**src/rtl/vsg_pkg.sv**
```systemverilog
package vsg_pkg;

    localparam int HCNT_W = 10;

    typedef logic [HCNT_W-1:0] hcnt_t;

    typedef struct packed {
        hcnt_t total;
        hcnt_t hs_w;
        hcnt_t bu_start;
        hcnt_t bu_len;
        hcnt_t hb_end;
        hcnt_t fp_start;
        logic  pal;
    } htime_t;

    typedef enum logic [2:0] {
        VM_N601 = 3'b000,
        VM_NSQ  = 3'b001,
        VM_N4F  = 3'b010,
        VM_P601 = 3'b100,
        VM_PSQ  = 3'b101
    } vmode_e;

endpackage

```
**src/rtl/vsg_mode_table.sv**
```systemverilog
module vsg_mode_table
    import vsg_pkg::*;
(
    input  logic [2:0] code,
    output htime_t     tm
);

    always_comb begin
        case (code)
            VM_NSQ:  tm = '{total: 10'd780, hs_w: 10'd58, bu_start: 10'd65,
                             bu_len: 10'd31, hb_end: 10'd116, fp_start: 10'd762, pal: 1'b0};
            VM_N4F:  tm = '{total: 10'd910, hs_w: 10'd67, bu_start: 10'd75,
                             bu_len: 10'd36, hb_end: 10'd135, fp_start: 10'd889, pal: 1'b0};
            VM_P601: tm = '{total: 10'd864, hs_w: 10'd63, bu_start: 10'd75,
                             bu_len: 10'd31, hb_end: 10'd142, fp_start: 10'd844, pal: 1'b1};
            VM_PSQ:  tm = '{total: 10'd944, hs_w: 10'd69, bu_start: 10'd82,
                             bu_len: 10'd34, hb_end: 10'd155, fp_start: 10'd922, pal: 1'b1};
            default: tm = '{total: 10'd858, hs_w: 10'd63, bu_start: 10'd71,
                             bu_len: 10'd31, hb_end: 10'd127, fp_start: 10'd838, pal: 1'b0};
        endcase
    end

endmodule

```
**src/rtl/vsg_advance.sv**
```systemverilog
module vsg_advance
    import vsg_pkg::*;
#(
    parameter int LW   = 10,
    parameter int L525 = 525,
    parameter int L625 = 625
) (
    input  logic          run,
    input  hcnt_t         h,
    input  logic [LW-1:0] line,
    input  hcnt_t         cur_total,
    input  logic          cur_pal,
    input  logic          cur_il,
    input  htime_t        new_tm,
    input  logic          new_il,
    output hcnt_t         nh,
    output logic [LW-1:0] nline,
    output htime_t        ntm,
    output logic          nil,
    output logic          reload
);

    localparam logic [LW-1:0] LAST_I_525 = LW'(L525 - 1);
    localparam logic [LW-1:0] LAST_I_625 = LW'(L625 - 1);
    localparam logic [LW-1:0] LAST_P_525 = LW'((L525 - 1) / 2 - 1);
    localparam logic [LW-1:0] LAST_P_625 = LW'((L625 - 1) / 2 - 1);

    logic [LW-1:0] last_line;
    logic          line_end;

    always_comb begin
        if (cur_il) last_line = cur_pal ? LAST_I_625 : LAST_I_525;
        else        last_line = cur_pal ? LAST_P_625 : LAST_P_525;
        line_end = (h == cur_total - 10'd1);
        reload   = !run || (line_end && line == last_line);
        nh       = (!run || line_end) ? '0 : h + 10'd1;
        if (reload)        nline = '0;
        else if (line_end) nline = line + LW'(1);
        else               nline = line;
        ntm = new_tm;
        nil = new_il;
    end

endmodule

```
**src/rtl/vsg_decode.sv**
```systemverilog
module vsg_decode
    import vsg_pkg::*;
#(
    parameter int LW      = 10,
    parameter int L525    = 525,
    parameter int L625    = 625,
    parameter int VS_525  = 6,
    parameter int VS_625  = 5,
    parameter int VBI_525 = 40,
    parameter int VBI_625 = 50,
    parameter int VBP_525 = 38,
    parameter int VBP_625 = 48
) (
    input  hcnt_t         h,
    input  logic [LW-1:0] line,
    input  htime_t        tm,
    input  logic          il,
    output logic          hs_n,
    output logic          vs_n,
    output logic          bl_n,
    output logic          bu,
    output logic          st
);

    localparam int HLW = LW + 1;

    logic           half;
    logic [HLW-1:0] hl;
    logic [HLW-1:0] f2;
    logic [HLW-1:0] rel;
    logic [HLW-1:0] vs_lim;
    logic [HLW-1:0] vb_lim;
    hcnt_t          bu_end;
    logic           vb;
    logic           hb;

    always_comb begin
        half   = (h >= {1'b0, tm.total[HCNT_W-1:1]});
        hl     = {line, half};
        f2     = tm.pal ? HLW'(L625) : HLW'(L525);
        rel    = (il && hl >= f2) ? hl - f2 : hl;
        vs_lim = tm.pal ? HLW'(VS_625) : HLW'(VS_525);
        if (il) vb_lim = tm.pal ? HLW'(VBI_625) : HLW'(VBI_525);
        else    vb_lim = tm.pal ? HLW'(VBP_625) : HLW'(VBP_525);
        vb     = (rel < vb_lim);
        hb     = (h < tm.hb_end) || (h >= tm.fp_start);
        bu_end = tm.bu_start + tm.bu_len;
        hs_n   = !(h < tm.hs_w);
        vs_n   = !(rel < vs_lim);
        bl_n   = !(hb || vb);
        bu     = (h >= tm.bu_start) && (h < bu_end) && !vb;
        st     = (h == tm.hb_end) && !vb;
    end

endmodule

```
**src/rtl/vid_sync_gen.sv**
```systemverilog
module vid_sync_gen
    import vsg_pkg::*;
#(
    parameter int L525    = 525,
    parameter int L625    = 625,
    parameter int VS_525  = 6,
    parameter int VS_625  = 5,
    parameter int VBI_525 = 40,
    parameter int VBI_625 = 50,
    parameter int VBP_525 = 38,
    parameter int VBP_625 = 48
) (
    input  logic       clk,
    input  logic       rst_n,
    input  logic       pix_en,
    input  logic [2:0] mode_sel,
    input  logic       interlace,
    output logic       hsync_n,
    output logic       vsync_n,
    output logic       blank_n,
    output logic       burst_gate,
    output logic       active_start
);

    localparam int LW = $clog2((L625 > L525) ? L625 : L525);

    typedef struct packed {
        logic          run;
        logic          il;
        htime_t        tm;
        hcnt_t         h;
        logic [LW-1:0] line;
        logic          hs_n;
        logic          vs_n;
        logic          bl_n;
        logic          bu;
        logic          st;
    } state_t;

    state_t s_d, s_q;

    htime_t        tbl_tm;
    hcnt_t         nx_h;
    logic [LW-1:0] nx_line;
    htime_t        nx_tm;
    logic          nx_il;
    logic          nx_reload;
    logic          dc_hs_n, dc_vs_n, dc_bl_n, dc_bu, dc_st;
    htime_t        use_tm;
    logic          use_il;

    vsg_mode_table i_table (
        .code (mode_sel),
        .tm   (tbl_tm)
    );

    vsg_advance #(.LW(LW), .L525(L525), .L625(L625)) i_adv (
        .run       (s_q.run),
        .h         (s_q.h),
        .line      (s_q.line),
        .cur_total (s_q.tm.total),
        .cur_pal   (s_q.tm.pal),
        .cur_il    (s_q.il),
        .new_tm    (tbl_tm),
        .new_il    (interlace),
        .nh        (nx_h),
        .nline     (nx_line),
        .ntm       (nx_tm),
        .nil       (nx_il),
        .reload    (nx_reload)
    );

    always_comb begin
        use_tm = nx_reload ? nx_tm : s_q.tm;
        use_il = nx_reload ? nx_il : s_q.il;
    end

    vsg_decode #(
        .LW(LW), .L525(L525), .L625(L625),
        .VS_525(VS_525), .VS_625(VS_625),
        .VBI_525(VBI_525), .VBI_625(VBI_625),
        .VBP_525(VBP_525), .VBP_625(VBP_625)
    ) i_dec (
        .h    (nx_h),
        .line (nx_line),
        .tm   (use_tm),
        .il   (use_il),
        .hs_n (dc_hs_n),
        .vs_n (dc_vs_n),
        .bl_n (dc_bl_n),
        .bu   (dc_bu),
        .st   (dc_st)
    );

    always_comb begin
        s_d = s_q;
        if (pix_en) begin
            s_d.run  = 1'b1;
            s_d.h    = nx_h;
            s_d.line = nx_line;
            s_d.tm   = use_tm;
            s_d.il   = use_il;
            s_d.hs_n = dc_hs_n;
            s_d.vs_n = dc_vs_n;
            s_d.bl_n = dc_bl_n;
            s_d.bu   = dc_bu;
            s_d.st   = dc_st;
        end
    end

    always_ff @(posedge clk) begin
        if (!rst_n) begin
            s_q      <= '0;
            s_q.hs_n <= 1'b1;
            s_q.vs_n <= 1'b1;
        end else begin
            s_q <= s_d;
        end
    end

    assign hsync_n      = s_q.hs_n;
    assign vsync_n      = s_q.vs_n;
    assign blank_n      = s_q.bl_n;
    assign burst_gate   = s_q.bu;
    assign active_start = s_q.st;

endmodule

```
**config.mk**
```make
export PLATFORM = sky130hd
export DESIGN_NAME = vid_sync_gen
export DESIGN_NICKNAME = d
export VERILOG_FILES = /design/src/rtl/vsg_pkg.sv /design/src/rtl/vsg_mode_table.sv /design/src/rtl/vsg_advance.sv /design/src/rtl/vsg_decode.sv /design/src/rtl/vid_sync_gen.sv
export SDC_FILE = /design/constraint.sdc
export NUM_CORES = 1
export LEC_CHECK = 0
export BUFFER_PORTS_ARGS = -buffer_cell sky130_fd_sc_hd__buf_4
export CORE_ASPECT_RATIO = 1.75
export CORE_MARGIN = 2
export CORE_UTILIZATION = 41
export DETAILED_ROUTE_END_ITERATION = 10
export SYNTH_ARGS = -nofsm -noshare
export SYNTH_HDL_FRONTEND = slang
export SYNTH_SLANG_ARGS = --single-unit
```
**constraint.sdc**
```tcl
create_clock -name clk -period 12.35 [get_ports clk]
set_input_delay 1.8525 -clock clk [delete_from_list [all_inputs] [get_ports clk]]
set_output_delay 1.8525 -clock clk [all_outputs]
set_load 0.01 [all_outputs]
```
# == Word-level counts from Yosys, hierarchy flattened ==
# Cells that the tools add are included.
# word_totals
wordCells,68
reg_bits,88
# op_classes
reduce_logical,15
n_lt_le_gt_ge,9
n_addsub,5
eq_ne,7
muxes,15
# op_table
op,count
$pmux W59 S4,1
$mux W61,1
$mux W10,4
$eq A10 B10 Y1,3
$lt A10 B10 Y1,3
$lt A11 B11 Y1,2
$mux W11,2
$add A10 B1 Y10 const B,2
$ge A10 B10 Y1,2
$mux W7,2
$ge A11 B11 Y1,1
$sub A11 B11 Y11,1
$add A10 B10 Y10,1
$ge A10 B9 Y1,1
$mux W5,2
$sub A10 B1 Y10 const B,1
$eq A3 B3 Y1 const B,2
$mux W6,1
$logic_and A1 B1 Y1,5
$logic_not A1 Y1,5
$logic_or A1 B1 Y1,4
$eq A3 B1 Y1 const B,1
$eq A3 B2 Y1 const B,1
$mux W2,1
other kinds (2),2

# == Depth between registers and ports, before layout ==
# depth
depth_word,13
depth_mapped,33

# == Cells and area by module ==
# A second synthesis with hierarchy kept.
# hier_totals
hier_cells,1042
area_unflattened_um2,8717.1
# by_module_without_submodules
mod,instances,seq_area_each_um2,cells_each,area_per_inst_um2
vid_sync_gen,1,1761.7,436,4327.9
vsg_decode,1,0.0,333,2499.9
vsg_advance,1,0.0,203,1407.6
vsg_mode_table,1,0.0,70,481.7

# == Worst setup path after synthesis ==
# OpenSTA, ideal clock, no wires.
# synth_path
kind,reg2reg
startpoint,reg s_q[77] in the netlist's numbering
endpoint,"reg s_q, in the netlist active_start"
t_arrival_ps,6314
setup_ps,131
required_time_ps,12219
path_stages_with_launch,30
path_buffers,4
path_slack_ps,5905
cell_sequence,dfxtp_1 -> or4_4 -> or4_1 -> a21oi_2 -> o311ai_4 -> buf_6 -> o21ai_2 -> clkbuf_1 -> clkbuf_1 -> clkbuf_1 -> nor2_1 -> a21oi_1 -> ha_1 -> nand2b_1 -> a21o_1 -> a21oi_1 -> o211ai_1 -> a21oi_4 -> ha_1 -> inv_1 -> a21o_1 -> a21oi_1 -> o21bai_1 -> a21o_1 -> and2_1 -> or4_1 -> a21o_1 -> a22o_1 -> a2111oi_2 -> o21ai_1
# synth_lines
item,line,text
"start, declared",vid_sync_gen.sv:40,"state_t s_d, s_q;"

# == Final worst setup path ==
# layout_path
startpoint,reg s_q[77] in the netlist's numbering
endpoint,"reg s_q, in the netlist active_start"
# layout_between
elab_chain_cells,12
word_cells_on_any_way,23
# layout_rtl
item,line,text
$sub A10 B1 Y10,vsg_advance.sv:34,line_end = (h == cur_total - 10'd1);
$eq A10 B10 Y1,vsg_advance.sv:34,
$logic_and A1 B1 Y1,vsg_advance.sv:35,reload = !run || (line_end && line == last_line);
$logic_or A1 B1 Y1,vsg_advance.sv:35,
$mux W61,vid_sync_gen.sv:74,use_tm = nx_reload ? nx_tm : s_q.tm;
$ge A10 B9 Y1 / $mux W7 (equally long branches),"vsg_decode.sv:38, vsg_decode.sv:40",
$ge A11 B11 Y1,vsg_decode.sv:41,rel = (il && hl >= f2) ? hl - f2 : hl;
$logic_and A1 B1 Y1,vsg_decode.sv:41,
$mux W11,vsg_decode.sv:41,
$lt A11 B11 Y1,vsg_decode.sv:45,vb = (rel < vb_lim);
$logic_not A1 Y1,vsg_decode.sv:52,st = (h == tm.hb_end) && !vb;
$logic_and A1 B1 Y1 *,vsg_decode.sv:52,
# Every way passes the cells marked *; elsewhere a longest branch is shown, timed or not.
# A chain may end at the register's enable or synchronous reset.

==> results.md <==
* Status: finished clean
* Multi-input gate area at between 0.004 and 0.005 mm²
* Initial core utilization at 41.8%
* Vias in the first global route at 5,566
* DRT iter0 DRCs at 196
* Setup CP Type: reg2reg
* Critical path peak fanout at 29
* Power share of the clock group at 41.2%
* Std cell rows at around 60
* Maxcap violations at 0
* Drc violations at 0
* Pin count of the biggest net entering global routing at between 70 and 80
* Clock latency on the worst-skew pair at 0.34 ns
* Final Cycle Share at 54.4%
* Clock slew at reported path FFs at ~0.070 ns
* RSZ-0062 raised after global routing: false
* Fmax at 149 MHz
* Post-Syn Area at between 0.006 and 0.007 mm²
* Highest routing layer actually used: met4
* Max Slew Vio Count at 0
* CP endpoint kind: flip-flop
* Gr usage total at 21.4%
* Ports at 12
* Flip-flop and latch area at around 0.0017 mm²
* Layout cell share with drive strength beyond 1 at about 8.0%
* Die Y-Extent at ~170 µm
* Sw Pwr at 0.208 mW
* GPL Wtd Cong at 0.861
* Gate power share at 17.9%
* HPWL after DPL at 13.4 mm
* # Post-CTS Setup Buffers at 0
* WL per Instance at 17.9 µm
* WL final at 17.9 mm
* TritonRoute pass-1 iters at 5
* Die width at 100 µm
* Synth cell types at 71
* Commonest non-fill, non-tap cell in the layout: dfxtp_1
* Post-Syn Nets at 899
* Crit path time final at 6.72 ns
* Placed cell areas at ~0.0069 mm²
* Port buffer count at 11
* Clock Tree Buf Depth at 2
* Met2 WL at 9.94 mm
* Layout Utilization at 45.6%
* Switching Share at between 20% and 30%
* WL met1 at 6.90 mm
* Total number of vias at 5,648
* Sequential area share after synthesis at 26.2%
* Total power at 0.739 mW
* Critical path startpoint category: flip-flop
* ANT nets after route at 0
* Rel. slew slack at 35.9%
* Syn_area_per_cell at 8.21 µm²
* Setup Total Neg Slack at 0 ns
* Overflow after GRT at 0
* Fin. Hold Viols at 0
* First-pass GRT wire length at ~28 mm
* Diode count at 0
* Area grow syn2layout at 9.14%
* Die area at 0.0173 mm²
* Synth Register Bits at 87
* Int Power at 0.531 mW
* Clock sink count at slightly below 90
* EDFF count, synth at 0
* CTS tree: built
* Setup Skew at 0.00795 ns
* CP peak stage delay at 0.59 ns
* Commonest cells after routing, fill and taps aside: dfxtp_1, ha_1, nand2_1
* Antenna violations before repair at 0
* Worst-Margin Slew at roughly 0.95 ns
* Pleak at 3.30 nW
* Via density at 5.65
* Hold Buf Count CTS at 0
* Seq pwr share at 40.9%
* VDD IR max at 0.0572 mV
* CP arrival at 6.94 ns
* Final net count at 896
* Top FF cell, synth: dfxtp_1
* Synth Warn # at 0
* Layout fillers at around 1,600
* Req. time, crit path at between 10 and 15 ns
* Clk root buf: clkbuf_16
* Design area at a little over 0.007 mm²
* Post-Syn Instances at 809
* HP Class: reg2reg
* Total CTS buffers at 9
* Met3 routed WL at 271 µm
* Slowest cell on the critical path: o21ai_4
* PostCTS Resize Cnt at 0
* Power per cell area at approximately 100 mW/mm²
* Post-synthesis async set-or-reset flop share at 0%
* # setup viols final at 0
* CORE AREA at 0.0159 mm²
* CTS HTree Levels at 3
Yosys cell counts, drive strengths merged, types with 3 or more instances:
cell,number,area (µm²)
dfxtp,87,1740
clkbuf,32,120
buf,7,35.0
or3,3,18.8
mux2i,27,270
nor3,9,45.0
xnor2,29,254
nand3,17,85.1
a21oi,60,315
ha,82,1030
xor2,13,114
a21boi,10,75.1
mux2,4,45.0
o211ai,7,52.6
o22ai,6,37.5
and3,16,100
nand2,67,259
a21o,16,120
or2,3,21.3
a31oi,3,25.0
o21a,20,150
and2,15,93.8
or4,4,33.8
nand2b,18,120
nor2,65,251
a211oi,4,30.0
o211a,5,50.1
o21bai,6,45.0
nor2b,49,307
nor3b,3,27.5
nor4,5,31.3
nand4,9,56.3
inv,35,131
o21ai,46,245
worst paths after layout:
kind	slack, ns	to	from	cells past startpoint
min	0.45	burst_gate	burst_gate	2
max reg2reg	5.63	active_start	s_q[77]	28
max	5.63	active_start	s_q[77]	28
min reg2reg	0.45	burst_gate	burst_gate	2
through the flow:
stage          std cells  worst slack [ns]  hold WS (ns)
6_report            1000              5.63         0.455
5_1_grt             1000              5.01         0.481
4_1_cts             1000              5.63         0.457
3_5_place_dp         984              5.60         0.448
3_3_place_gp         984              5.60         0.444
2_1_floorplan        809              5.91         0.435
cell type report:
cell class	count	area share, %
Multi-Input combinational cell	648	63.7
Sequential cell	87	24.0
Clock buffer	10	3.30
Tap cell	189	3.26
Timing Repair Buffer	25	2.59
Inverter	35	1.81
Clock inverter	6	1.26
layer usage:
| metal | up-vias | GRT usage [%] |
|---|---|---|
| met3 | 45 | 2.26 |
| met4 | 0 | 10.9 |
| met1 | 2689 | 21.7 |
| li1 | 2845 | - |
| met5 | - | 0 |
| met2 | 69 | 42.0 |
power by group through the flow:
stage	sequential, mW	clock (mW)	combinational, mW
2_1_floorplan	0.306	0	0.100
3_3_place_gp	0.308	0	0.131
3_5_place_dp	0.309	0	0.132
4_1_cts	0.302	0.312	0.134
5_1_grt	0.304	0.323	0.149
6_report	0.302	0.305	0.132
sequential cells by signal, summed over array words and instances, names as in the netlist:
register,flops
s_q,82
active_start,1
blank_n,1
burst_gate,1
hsync_n,1
vsync_n,1
worst max-delay path, delay by kind of cell (launching register included):
family / cells / cell delay [ns]
AO/OA/AOI/OAI: 14 / 2.94
AND/OR/NAND/NOR: 6 / 1.56
XOR/XNOR: 1 / 0.14
buffers and inverters: 4 / 0.78
adder cells (fa/ha/maj): 3 / 0.74
flip-flops: 1 / 0.43
cells by family (layout without fill, tap and decap cells):
kind of cell               Yosys count  in the layout  synth area share [%]
buffers and inverters               74             76                  4.31
muxes                               31             31                  4.75
AOI/OAI and AO/OA                  203            203                  20.8
and+or+nand+nor                    289            289                  22.6
adders and majority gates           83             83                  15.8
xor gates and xnor gates            42             42                  5.54
DFF                                 87             87                  26.2
(Power assumes the default switching activity.)
